==> config.mk <==
export PLATFORM = sky130hd
export DESIGN_NAME = fsg_glitch_guard
export DESIGN_NICKNAME = d
export VERILOG_FILES = /design/src/rtl/fsg_pkg.sv /design/src/rtl/fsg_sync.sv /design/src/rtl/fsg_edge.sv /design/src/rtl/fsg_hold.sv /design/src/rtl/fsg_glitch_guard.sv
export SDC_FILE = /design/constraint.sdc
export NUM_CORES = 1
export LEC_CHECK = 0
export ABC_AREA = 1
export BUFFER_PORTS_ARGS = -buffer_cell sky130_fd_sc_hd__buf_2
export CAP_MARGIN = 20
export CORE_AREA = 2 2 39 41
export DETAILED_ROUTE_END_ITERATION = 6
export DIE_AREA = 0 0 41 43
export PLACE_DENSITY = 0.45
export SETUP_SLACK_MARGIN = 0.02
export SLEW_MARGIN = 0
export SYNTH_ARGS = -nofsm -noshare
export SYNTH_HDL_FRONTEND = slang
export SYNTH_SLANG_ARGS = --single-unit
==> constraint.sdc <==
create_clock -name clk -period 1.1 [get_ports clk]
set_clock_uncertainty 0.2 [all_clocks]
set_input_delay 0.055 -clock clk [delete_from_list [all_inputs] [get_ports clk]]
set_output_delay 0.055 -clock clk [all_outputs]
set_load 0.005 [all_outputs]
==> src/rtl/fsg_pkg.sv <==
// Package: shared types for the feedback switch glitch guard.
// Assumes: nothing; it holds only type definitions.
package fsg_pkg;

    // Which transition an edge detector instance reports.
    typedef enum logic {
        EDGE_RISE = 1'b0,
        EDGE_FALL = 1'b1
    } edge_kind_e;

    // Held correction request; at most one field is high at a time.
    typedef struct packed {
        logic shorten;
        logic lengthen;
    } corr_req_t;

endpackage

==> src/rtl/fsg_sync.sv <==
// Module: fsg_sync
// Carries an asynchronous level into the clk domain through a chain of
// STAGES flops. Assumes the source stays stable for longer than one clk
// period, so that each level is captured. The reset value is 0.
module fsg_sync #(
    parameter int STAGES = 2
) (
    input  logic clk,
    input  logic rst_n,
    input  logic async_i,
    output logic sync_o
);
    localparam int LAST = STAGES - 1;

    logic [LAST:0] chain_q;

    // Purpose: capture the asynchronous input in the first flop.
    always_ff @(posedge clk) begin
        if (!rst_n) chain_q[0] <= 1'b0;
        else        chain_q[0] <= async_i;
    end

    // Purpose: shift the captured value through the remaining stages.
    generate
        for (genvar g = 1; g < STAGES; g++) begin : g_stage
            always_ff @(posedge clk) begin
                if (!rst_n) chain_q[g] <= 1'b0;
                else        chain_q[g] <= chain_q[g-1];
            end
        end
    endgenerate

    assign sync_o = chain_q[LAST];
endmodule

==> src/rtl/fsg_edge.sv <==
// Module: fsg_edge
// Emits a one-cycle pulse when a synchronized level changes in the
// direction that KIND selects. Assumes the input is already synchronous to
// clk. The history flop resets to 0.
module fsg_edge #(
    parameter fsg_pkg::edge_kind_e KIND = fsg_pkg::EDGE_RISE
) (
    input  logic clk,
    input  logic rst_n,
    input  logic level_i,
    output logic pulse_o
);
    logic prev_q;

    // Purpose: remember the level from the previous cycle.
    always_ff @(posedge clk) begin
        if (!rst_n) prev_q <= 1'b0;
        else        prev_q <= level_i;
    end

    // Purpose: compare the current level with the stored one for the selected direction.
    generate
        if (KIND == fsg_pkg::EDGE_RISE) begin : g_rise
            assign pulse_o = level_i & ~prev_q;
        end else begin : g_fall
            assign pulse_o = ~level_i & prev_q;
        end
    endgenerate

    // A level change makes a pulse for one cycle only.
    assert_pulse_single_R1: assert property (@(posedge clk) disable iff (!rst_n)
        pulse_o |=> !pulse_o);
endmodule

==> src/rtl/fsg_hold.sv <==
// Module: fsg_hold
// Holds the correction request. An enable fall sets the shorten request and
// an enable rise sets the lengthen request; each one clears the other. A
// reference rising edge clears both, unless an enable edge arrives in the
// same cycle. Assumes the shorten and lengthen pulses are never high together.
module fsg_hold (
    input  logic                clk,
    input  logic                rst_n,
    input  logic                shorten_i,
    input  logic                lengthen_i,
    input  logic                ref_rise_i,
    output fsg_pkg::corr_req_t  req_o
);
    fsg_pkg::corr_req_t req_q;

    // Purpose: set, swap or clear the held request, giving enable edges priority.
    always_ff @(posedge clk) begin
        if (!rst_n) begin
            req_q <= '0;
        end else if (shorten_i) begin
            req_q.shorten  <= 1'b1;
            req_q.lengthen <= 1'b0;
        end else if (lengthen_i) begin
            req_q.shorten  <= 1'b0;
            req_q.lengthen <= 1'b1;
        end else if (ref_rise_i) begin
            req_q <= '0;
        end
    end

    assign req_o = req_q;

    // The two enable edge pulses never coincide.
    assert_edges_exclusive_R1: assert property (@(posedge clk) disable iff (!rst_n)
        !(shorten_i && lengthen_i));
    // A fall edge leads to a shorten request.
    assert_fall_sets_upper_R2: assert property (@(posedge clk) disable iff (!rst_n)
        shorten_i |=> (req_o.shorten && !req_o.lengthen));
    // A rise edge leads to a lengthen request.
    assert_rise_sets_lower_R3: assert property (@(posedge clk) disable iff (!rst_n)
        lengthen_i |=> (req_o.lengthen && !req_o.shorten));
    // A reference edge with no enable edge clears both requests.
    assert_ref_clears_R4: assert property (@(posedge clk) disable iff (!rst_n)
        (ref_rise_i && !shorten_i && !lengthen_i) |=> (req_o == '0));
    // With no event, the request holds.
    assert_request_holds_R9: assert property (@(posedge clk) disable iff (!rst_n)
        (!ref_rise_i && !shorten_i && !lengthen_i) |=> $stable(req_o));
endmodule

==> src/rtl/fsg_glitch_guard.sv <==
// Module: fsg_glitch_guard (top)
// Turns changes of the stage-5 feedback enable into charge-pump correction
// requests, and holds each request until the next reference rising edge.
// Assumes clk is fast enough to see every level of both asynchronous inputs.
module fsg_glitch_guard #(
    parameter int SYNC_STAGES = 2
) (
    input  logic clk,
    input  logic rst_n,
    input  logic fb5_en_i,
    input  logic ref_clk_i,
    output logic set_upper_o,
    output logic set_lower_o
);
    logic en_s, ref_s;
    logic en_fall, en_rise, ref_rise;
    fsg_pkg::corr_req_t req;

    // Purpose: bring the enable into the clk domain.
    fsg_sync #(.STAGES(SYNC_STAGES)) u_sync_en (
        .clk(clk), .rst_n(rst_n), .async_i(fb5_en_i), .sync_o(en_s));

    // Purpose: bring the reference clock into the clk domain as data.
    fsg_sync #(.STAGES(SYNC_STAGES)) u_sync_ref (
        .clk(clk), .rst_n(rst_n), .async_i(ref_clk_i), .sync_o(ref_s));

    // Purpose: detect the enable leaving stage 5.
    fsg_edge #(.KIND(fsg_pkg::EDGE_FALL)) u_en_fall (
        .clk(clk), .rst_n(rst_n), .level_i(en_s), .pulse_o(en_fall));

    // Purpose: detect the enable selecting stage 5.
    fsg_edge #(.KIND(fsg_pkg::EDGE_RISE)) u_en_rise (
        .clk(clk), .rst_n(rst_n), .level_i(en_s), .pulse_o(en_rise));

    // Purpose: detect the reference rising edge that ends a request.
    fsg_edge #(.KIND(fsg_pkg::EDGE_RISE)) u_ref_rise (
        .clk(clk), .rst_n(rst_n), .level_i(ref_s), .pulse_o(ref_rise));

    // Purpose: hold the request until it is cleared.
    fsg_hold u_hold (
        .clk(clk), .rst_n(rst_n), .shorten_i(en_fall), .lengthen_i(en_rise),
        .ref_rise_i(ref_rise), .req_o(req));

    assign set_upper_o = req.shorten;
    assign set_lower_o = req.lengthen;

    // The two requests are never high together.
    assert_requests_exclusive_R5: assert property (@(posedge clk) disable iff (!rst_n)
        !(set_upper_o && set_lower_o));
    // Reset clears both requests.
    assert_reset_clears_R7: assert property (@(posedge clk)
        !rst_n |=> (!set_upper_o && !set_lower_o));
endmodule

Yosys cells after proc, flatten, opt, wreduce, memory -nomap -nowiden. Cells that the tools add are included.

Bits of input ports: 4. Output and inout port bits: 2. Word-level logic and storage cells: 21. Bits in registers: 8.

Bitwise operators: 7. Reduce and logical (&&, ||, !) cells: 3. Muxes and demuxes: 3.

Operators with widths (number): $mux 2 (3); $not 1->1 (4); $and 1x1->1 (3); $reduce_bool 3->1 (1); $reduce_bool 2->1 (1); $reduce_or 2->1 (1).

Logic depth before layout (Yosys ltp). Gate-level depths: netlist of run 1.

Depth after elaboration: 5. Depth in mapped cells: 5. Gate-level depth less buffers: 5.

Modules after synthesis. From an unflattened synthesis of run 1, not the netlist that was laid out.

Cell total of the unflattened synthesis: 38. Area, all modules: 310.3 um2.

By module, submodules not included: fsg_sync (times used 2, cells each 6, area each 55.1 um2); fsg_hold (times used 1, cells each 11, area each 90.1 um2); fsg_edge (u_en_rise ...) (times used 2, cells each 5, area each 37.5 um2); fsg_edge (u_en_fall) (times used 1, cells each 5, area each 35.0 um2).

Worst setup path after synthesis of run 1. OpenSTA, ideal clock, no wires.

Kind: flip-flop to flip-flop. From: register u_sync_en.chain_q[1], in the netlist u_sync_en.sync_o. To: register u_hold.req_q (netlist bit u_hold.req_o[1]). Clock period less this slack: 1.154 ns. Setup slack: -0.054 ns. Buffers on the path: 0. Stages on the path, launching flop included: 5. Required time: 0.785 ns. Library setup time: 0.115 ns. Data arrival time: 0.839 ns. Path through: dfxtp_1 > inv_1 > ha_1 > a21oi_1 > nor2_1.

Word-level cells in the longest chain between the ends: 3.

RTL lines: start, declared (line fsg_sync.sv:15) `logic [LAST:0] chain_q;`; start signal, assigned by index (line fsg_sync.sv:28) `else chain_q[g] <= chain_q[g-1];`; $and 1x1->1 / $not 1->1 (equally long branches) (line fsg_edge.sv:24, fsg_edge.sv:26); $mux 2 / $and 1x1->1 (equally long branches) (line fsg_hold.sv:23, fsg_edge.sv:26); $mux 2 / $reduce_bool 3->1 (equally long branches); end, declared (line fsg_hold.sv:14) `fsg_pkg::corr_req_t req_q;`.

Parallel ways exist; a longest one is shown, timed or not. A chain may end at the register's enable or synchronous reset.

Final worst setup path of run 1. Same ends and word-level chain as after synthesis.

==> summary.md, run 1 <==
| Metric | Value |
|---|---|
| Critical Path End Type | `flip-flop` |
| Antenna Cells | `0` |
| Slew @ Worst Pin | `148 ps` |
| Most common cell in the netlist | `inv_1` |
| Share of cells above drive strength 1 | `0.326` |
| Post-synthesis sequential area ratio | `0.557` |
| Distinct cells, synth | `8` |
| Port-buffer cells | `5` |
| Gr busiest metal | `met2` |
| Setup CP Type | `flip-flop to flip-flop` |
| Startpoint type of the worst setup path | `flip-flop` |
| Setup TNS | `0 ps` |
| Slew margin rel. | `0.901` |
| EDFF count, synth | `0` |
| Post-route cell area | `~400 sq um` |
| Met3 GRT Util | `0.0785` |
| Vias in the first global route | `roughly 210` |
| CTS clk-pin slew, worst paths | `around 50 ps` |
| Met1 usage | `0.0645` |
| Final ANT Viol Nets | `0` |
| Hold_buf cts | `2` |
| Post-synth top flop | `dfxtp_1` |
| Max-cap violation count | `0` |
| P_int | `0.458 mW` |
| # Post-CTS Setup Buffers | `0` |
| Top post-synthesis cells by area | `dfxtp_1 (56%), inv_1 (14%), nand2_1 (12%), ha_1 (8.7%), a21oi_1 (3.5%)` |
| Post-DP HPWL | `between 200 and 300 microns` |
| Placed Area | `roughly 340 sq um` |
| Max-slew violations | `0` |
| Post-synthesis register bit count | `8` |
| Psw | `roughly 0.13 mW` |
| Layout fillers | `approximately 150` |
| Core Area | `1380 sq um` |
| Cell Pwr Density | `around 1500 nW/um^2` |
| Initial antenna violation count | `0` |
| Finished Core Util | `0.291` |
| Pwr Total | `between 0.5 and 0.6 mW` |
| Max clock buf depth | `2` |
| WL/cell | `roughly 7.5 microns` |
| Max Clk Rate | `between 900 and 1000 MHz` |
| Placer Congestion | `~0.63` |
| Critical path arrival | `around 1000 ps` |
| Cell area after synthesis | `approximately 290 sq um` |
| # clock sinks | `8` |
| Largest net degree at the start of global routing | `9` |
| Final Non-Filler Cells | `62` |
| Worst skew pair latency | `around 250 ps` |
| Syn nets | `42` |
| Nets | `54` |
| Cells after Synth | `36` |
| Worst reg2reg setup slack | `~5.8 ps` |
| Fin crit share | `0.995` |
| Switching share of total power | `0.218` |
| Overall die area | `about 1800 sq um` |
| DP Cell Count | `between 50 and 60` |
| Number of remaining DRC errors | `0` |
| Yosys top cell by area | `dfxtp_1` |
| Die height | `about 43 microns` |
| RSZ-0062 raised after global routing | `true` |
| First-pass GRT wire length | `just under 800 microns` |
| Iteration-0 DRC Markers | `2` |
| FF/Latch Area | `161 sq um` |
| Vias | `about 230` |
| Vias per Instance | `between 3 and 4` |
| Worst min-delay path class | `input port to flip-flop` |
| First-pass detailed-route iteration total | `2` |
| Post-synth ARST share | `0` |
| Top cell type's share of synthesized area | `0.557` |
| Worst slack, placed | `-15.5 ps` |
| Hold_ws | `-112 ps` |
| Clock network fraction of design power | `0.378` |
| CP Max Fanout | `2` |
| Failing checks | `negative hold slack` |
| WP data required | `about 1100 ps` |
| Clock buffer count from CTS | `3` |
| Seq pwr share | `0.528` |
| Final setup vio count | `0` |
| Area of the multi-input gates | `~110 sq um` |
| Grt ovf | `0` |
| Syn_area_per_cell | `around 8.0 sq um` |
| Comb power frac | `0.093` |
| Total Routing Usage GR | `0.0774` |
| Lkg Pwr | `roughly 0.22 nW` |
| Synth warnings | `0` |
| Most common library cells after synthesis | `inv_1 (11), nand2_1 (9), dfxtp_1 (8)` |
| Post-layout min period | `between 1000 and 1500 ps` |
| Rows | `14` |
| Die width | `slightly above 40 microns` |
| Initial Util | `0.208` |
| Global Route met2 Usage | `0.103` |
| H-Tree Depth | `1` |
| Clock root cell | `clkbuf_4` |
| Count of final hold-check violations | `8` |
| Layout area overhead | `40.0%` |
| Setup ws final | `between 5 and 6 ps` |
| Worst VDD drop | `approximately 0.77 mV` |
| Status | `complete, but fails checks` |
| CTS tree | `yes` |
| # IOs | `6` |
| Final WL | `~460 microns` |
## critical path, cell delays in order (launching register included)
cell	delay [ps]
dfxtp_2	330
inv_2	40
ha_4	270
nand3_2	60
nand2_1	60
nor2_1	40
## sequential cells by signal, summed over array words and instances (netlist names)
signal              cells
u_sync_ref.chain_q      1
u_ref_rise.prev_q       1
u_sync_ref.sync_o       1
u_sync_en.sync_o        1
u_hold.req_o            2
u_en_rise.prev_q        1
u_sync_en.chain_q       1
## timing repair
| item | in CTS | in global routing |
|---|---|---|
| resized for setup | 3 | 2 |
| pin swaps | 2 | 2 |
| endpoints found under the hold margin | 8 | 8 |
| setup endpoints to repair | 1 | 2 |
## layout make-up
class / instances / area share
flip-flops and latches: 8 / 0.401
multi-input cells: 16 / 0.261
repair buffers: 8 / 0.130
inverters: 11 / 0.102
clock buffers: 3 / 0.0559
well taps: 16 / 0.0497
## placed cells by master, fill, tap and decap left out, types with 2 or more instances in the layout
master and count:
inv_1 10, nand2_1 9, dfxtp_1 7, buf_2 5, clkbuf_4 3, nor2_1 2
dlygate4sd3_1 2
## routing by layer
| metal | share of wire | wire length, microns | vias up |
|---|---|---|---|
| li1 | - | - | 122 |
| met1 | 0.44 | 205 | 96 |
| met2 | 0.47 | 216 | 8 |
| met3 | 0.087 | 40 | 0 |
| met4 | 0 | 0 | 0 |
| met5 | 0 | 0 | - |
## path summary, 6_finish.rpt
check	startpoint	depth (start not counted)	endpoint
max	u_sync_en.sync_o$_SDFF_PN0_	5	u_hold.req_o[1]$_SDFFE_PN0P_
min	rst_n	3	u_sync_en.sync_o$_SDFF_PN0_
max reg2reg	u_sync_en.sync_o$_SDFF_PN0_	5	u_hold.req_o[1]$_SDFFE_PN0P_
min reg2reg	u_sync_en.chain_q[0]$_SDFF_PN0_	2	u_sync_en.sync_o$_SDFF_PN0_
## logic make-up (layout without fill, tap and decap cells)
family	count (synthesis)	after routing	synth area share
compound gates	2	2	0.0348
fa+ha+maj	2	2	0.0869
buf+inv	12	22	0.161
flops	8	8	0.557
simple gates	12	12	0.161
## power by group through the flow
stage / clock (mW) / sequential (mW) / combinational, mW
2_1_floorplan: 0 / 0.316 / 0.0256
5_1_grt: 0.258 / 0.311 / 0.0625
3_5_place_dp: 0 / 0.315 / 0.0415
4_1_cts: 0.238 / 0.309 / 0.0520
6_report: 0.222 / 0.310 / 0.0548
3_3_place_gp: 0 / 0.315 / 0.0401
No activity file was read; power rests on OpenSTA's default activity.
==> run 2, diff against run 1 <==
--- a/config.mk
+++ b/config.mk
@@ -12,7 +12,7 @@
 export DETAILED_ROUTE_END_ITERATION = 6
 export DIE_AREA = 0 0 41 43
 export PLACE_DENSITY = 0.45
-export SETUP_SLACK_MARGIN = 0.02
+export SETUP_SLACK_MARGIN = 0.05
 export SLEW_MARGIN = 0
 export SYNTH_ARGS = -nofsm -noshare
 export SYNTH_HDL_FRONTEND = slang
==> run 2 against run 1 <==
The flow still finishes with violations (negative hold slack). Critical endpoint unchanged. Final area is the same. Register-to-register slack is essentially flat. Wire length is the same. Sequential power is essentially flat. Critical path type unchanged. Global-route usage is the same.
==> summary.md, run 2 (same netlist as run 1, synthesis figures left out) <==
| Metric | Value |
|---|---|
| CP Max Fanout | `2 (unchanged)` |
| Slew margin rel. | `0.900 (about the same)` |
| Startpoint type of the worst setup path | `flip-flop` |
| Most frequent cells in the layout | `inv_1 (10), nand2_1 (9), dfxtp_1 (7), buf_2 (5), clkbuf_4 (3)` |
| Vias per Instance | `3.65 (unchanged)` |
| # Post-CTS Setup Buffers | `0 (unchanged)` |
| First-pass detailed-route iteration total | `2 (unchanged)` |
| Finished Core Util | `0.291 (unchanged)` |
| Lkg Pwr | `0.220 nW (-0.19%)` |
| Vias in the first global route | `209 (unchanged)` |
| Largest net degree at the start of global routing | `9 (unchanged)` |
| CP Capture Point | `u_hold.req_o[1]$_SDFFE_PN0P_` |
| RR Startpoint | `u_sync_en.sync_o$_SDFF_PN0_` |
| Die width | `41 microns (unchanged)` |
| RSZ-0062 raised after global routing | `true` |
| CTS tree | `yes` |
| Max-slew violations | `0 (unchanged)` |
| Hold_buf cts | `2 (unchanged)` |
| WP data required | `1050 ps (about the same)` |
| Number of remaining DRC errors | `0 (unchanged)` |
| Port-buffer cells | `5 (unchanged)` |
| Setup CP Type | `flip-flop to flip-flop` |
| Initial Util | `0.208 (unchanged)` |
| R2r endpoint | `u_hold.req_o[1]$_SDFFE_PN0P_` |
| Pwr Total | `0.586 mW (about the same)` |
| Failing checks | `negative hold slack` |
| Setup ws final | `5.66 ps (-0.160 ps)` |
| H-Tree Depth | `1 (unchanged)` |
| Grt ovf | `0 (unchanged)` |
| Setup TNS | `0 ps (unchanged)` |
| Final ANT Viol Nets | `0 (unchanged)` |
| Critical path arrival | `1040 ps (about the same)` |
| Placer Congestion | `0.626 (unchanged)` |
| Die height | `43 microns (unchanged)` |
| Layout area overhead | `40.0% (unchanged)` |
| Vias | `226 (unchanged)` |
| Largest register FFs | `2 (unchanged)` |
| Layout fillers | `145 (unchanged)` |
| Worst reg2reg setup slack | `6 ps (about the same)` |
| Cell Pwr Density | `1460 nW/um^2 (about the same)` |
| Hold_ws | `-112 ps (unchanged)` |
| Max clock buf depth | `2 (unchanged)` |
| # clock sinks | `8 (unchanged)` |
| Final WL | `462 microns (unchanged)` |
| Total Routing Usage GR | `0.0774 (unchanged)` |
| Nets | `54 (unchanged)` |
| Commonest non-fill, non-tap cell in the layout | `inv_1` |
| Post-layout min period | `1090 ps (+0.160 ps)` |
| Worst skew pair latency | `250 ps (about the same)` |
| # IOs | `6 (unchanged)` |
| Post-DP HPWL | `294 microns (unchanged)` |
| WL/cell | `7.45 microns (unchanged)` |
| Clock root cell | `clkbuf_4` |
| Max Clk Rate | `914 MHz (about the same)` |
| Rows | `14 (unchanged)` |
| Crit-path cells | `inv_2, ha_4, nand3_2, nand2_1, nor2_1` |
| Worst slack, placed | `-15.5 ps (unchanged)` |
| Critical Path End Type | `flip-flop` |
| Share of cells above drive strength 1 | `0.326 (unchanged)` |
| Count of final hold-check violations | `8 (unchanged)` |
| CP startpoint | `u_sync_en.sync_o$_SDFF_PN0_` |
| Slew @ Worst Pin | `149 ps (+0.528 ps)` |
| Iteration-0 DRC Markers | `2 (unchanged)` |
| Worst VDD drop | `0.765 mV (about the same)` |
| Overall die area | `1760 sq um (unchanged)` |
| Worst path max stage delay | `330 ps (about the same)` |
| Worst min-delay path class | `input port to flip-flop` |
| Clock buffer count from CTS | `3 (unchanged)` |
| Max-cap violation count | `0 (unchanged)` |
| Antenna Cells | `0 (unchanged)` |
| WHS Path Cells | `3 (unchanged)` |
| First-pass GRT wire length | `793 microns (unchanged)` |
| CP max stage cell | `dfxtp_2` |
| Fin crit share | `0.995 (about the same)` |
| Core Area | `1380 sq um (unchanged)` |
| Final setup vio count | `0 (unchanged)` |
| Worst R2R Path Depth | `5 (unchanged)` |
| Initial antenna violation count | `0 (unchanged)` |
| Status | `complete, but fails checks` |
| CTS clk-pin slew, worst paths | `50 ps (about the same)` |
==> run 2: cell counts in the layout (fill, tap and decap cells not counted) <==
No cell type changed its count.
==> run 2: worst max-delay path: cells and delay by family (launching register included) <==
kind          cells  cell delay (ps)
flops             1              330
buf+inv           1               40
fa+ha+maj         1              270
simple gates      3              160
==> run 2: final cells by class <==
type / instances / area (sq um) / share of cell area
flip-flops and latches: 8 / 161 / 0.401
clock buffers: 3 / 22.5 / 0.0559
well taps: 16 / 20.0 / 0.0497
multi-input cells: 16 / 105 / 0.261
repair buffers: 8 / 52.6 / 0.130
inverters: 11 / 41.3 / 0.102
==> run 2: timing repair <==
| action | CTS | global route |
|---|---|---|
| endpoints found under the setup margin | 2 | 2 |
| pin swaps | 3 | 2 |
| gates resized for setup | 4 | 1 |
| endpoints found under the hold margin | 8 | 8 |
| cloned | 0 | 0 |
==> run 2: worst min-delay path by stage <==
stage,startpoint,endpoint,slack [ps]
2_1_floorplan,fb5_en_i,u_sync_en.chain_q[0]$_SDFF_PN0_,-50
3_3_place_gp,ref_clk_i,u_sync_ref.chain_q[0]$_SDFF_PN0_,40
3_5_place_dp,ref_clk_i,u_sync_ref.chain_q[0]$_SDFF_PN0_,40
4_1_cts,rst_n,u_ref_rise.prev_q$_SDFF_PN0_,-120
5_1_grt,rst_n,u_ref_rise.prev_q$_SDFF_PN0_,-120
6_report,rst_n,u_sync_en.sync_o$_SDFF_PN0_,-110
==> run 2: metrics by stage <==
stage                     hold slack, ps  instance area (sq um)  instances
after floorplan                    -47.4                    289         36
after global placement              35.5                    337         57
after detailed placement            43.3                    337         57
after CTS                           -120                    399         62
after global routing                -121                    403         62
final                               -112                    403         62
==> run 2: power breakdown <==
| part | internal [mW] | switching [mW] |
|---|---|---|
| Clock | 0.125 | 0.0972 |
| Sequential | 0.304 | 0.00537 |
| Combinational | 0.0295 | 0.0253 |
==> run 2: metal layers <==
layer | track usage | vias to the layer above | routed length (microns)
li1 | - | 122 | -
met1 | 0.0645 | 96 | 205
met2 | 0.103 | 8 | 217
met3 | 0.0785 | 0 | 40
met4 | 0.0600 | 0 | 0
met5 | 0 | - | 0
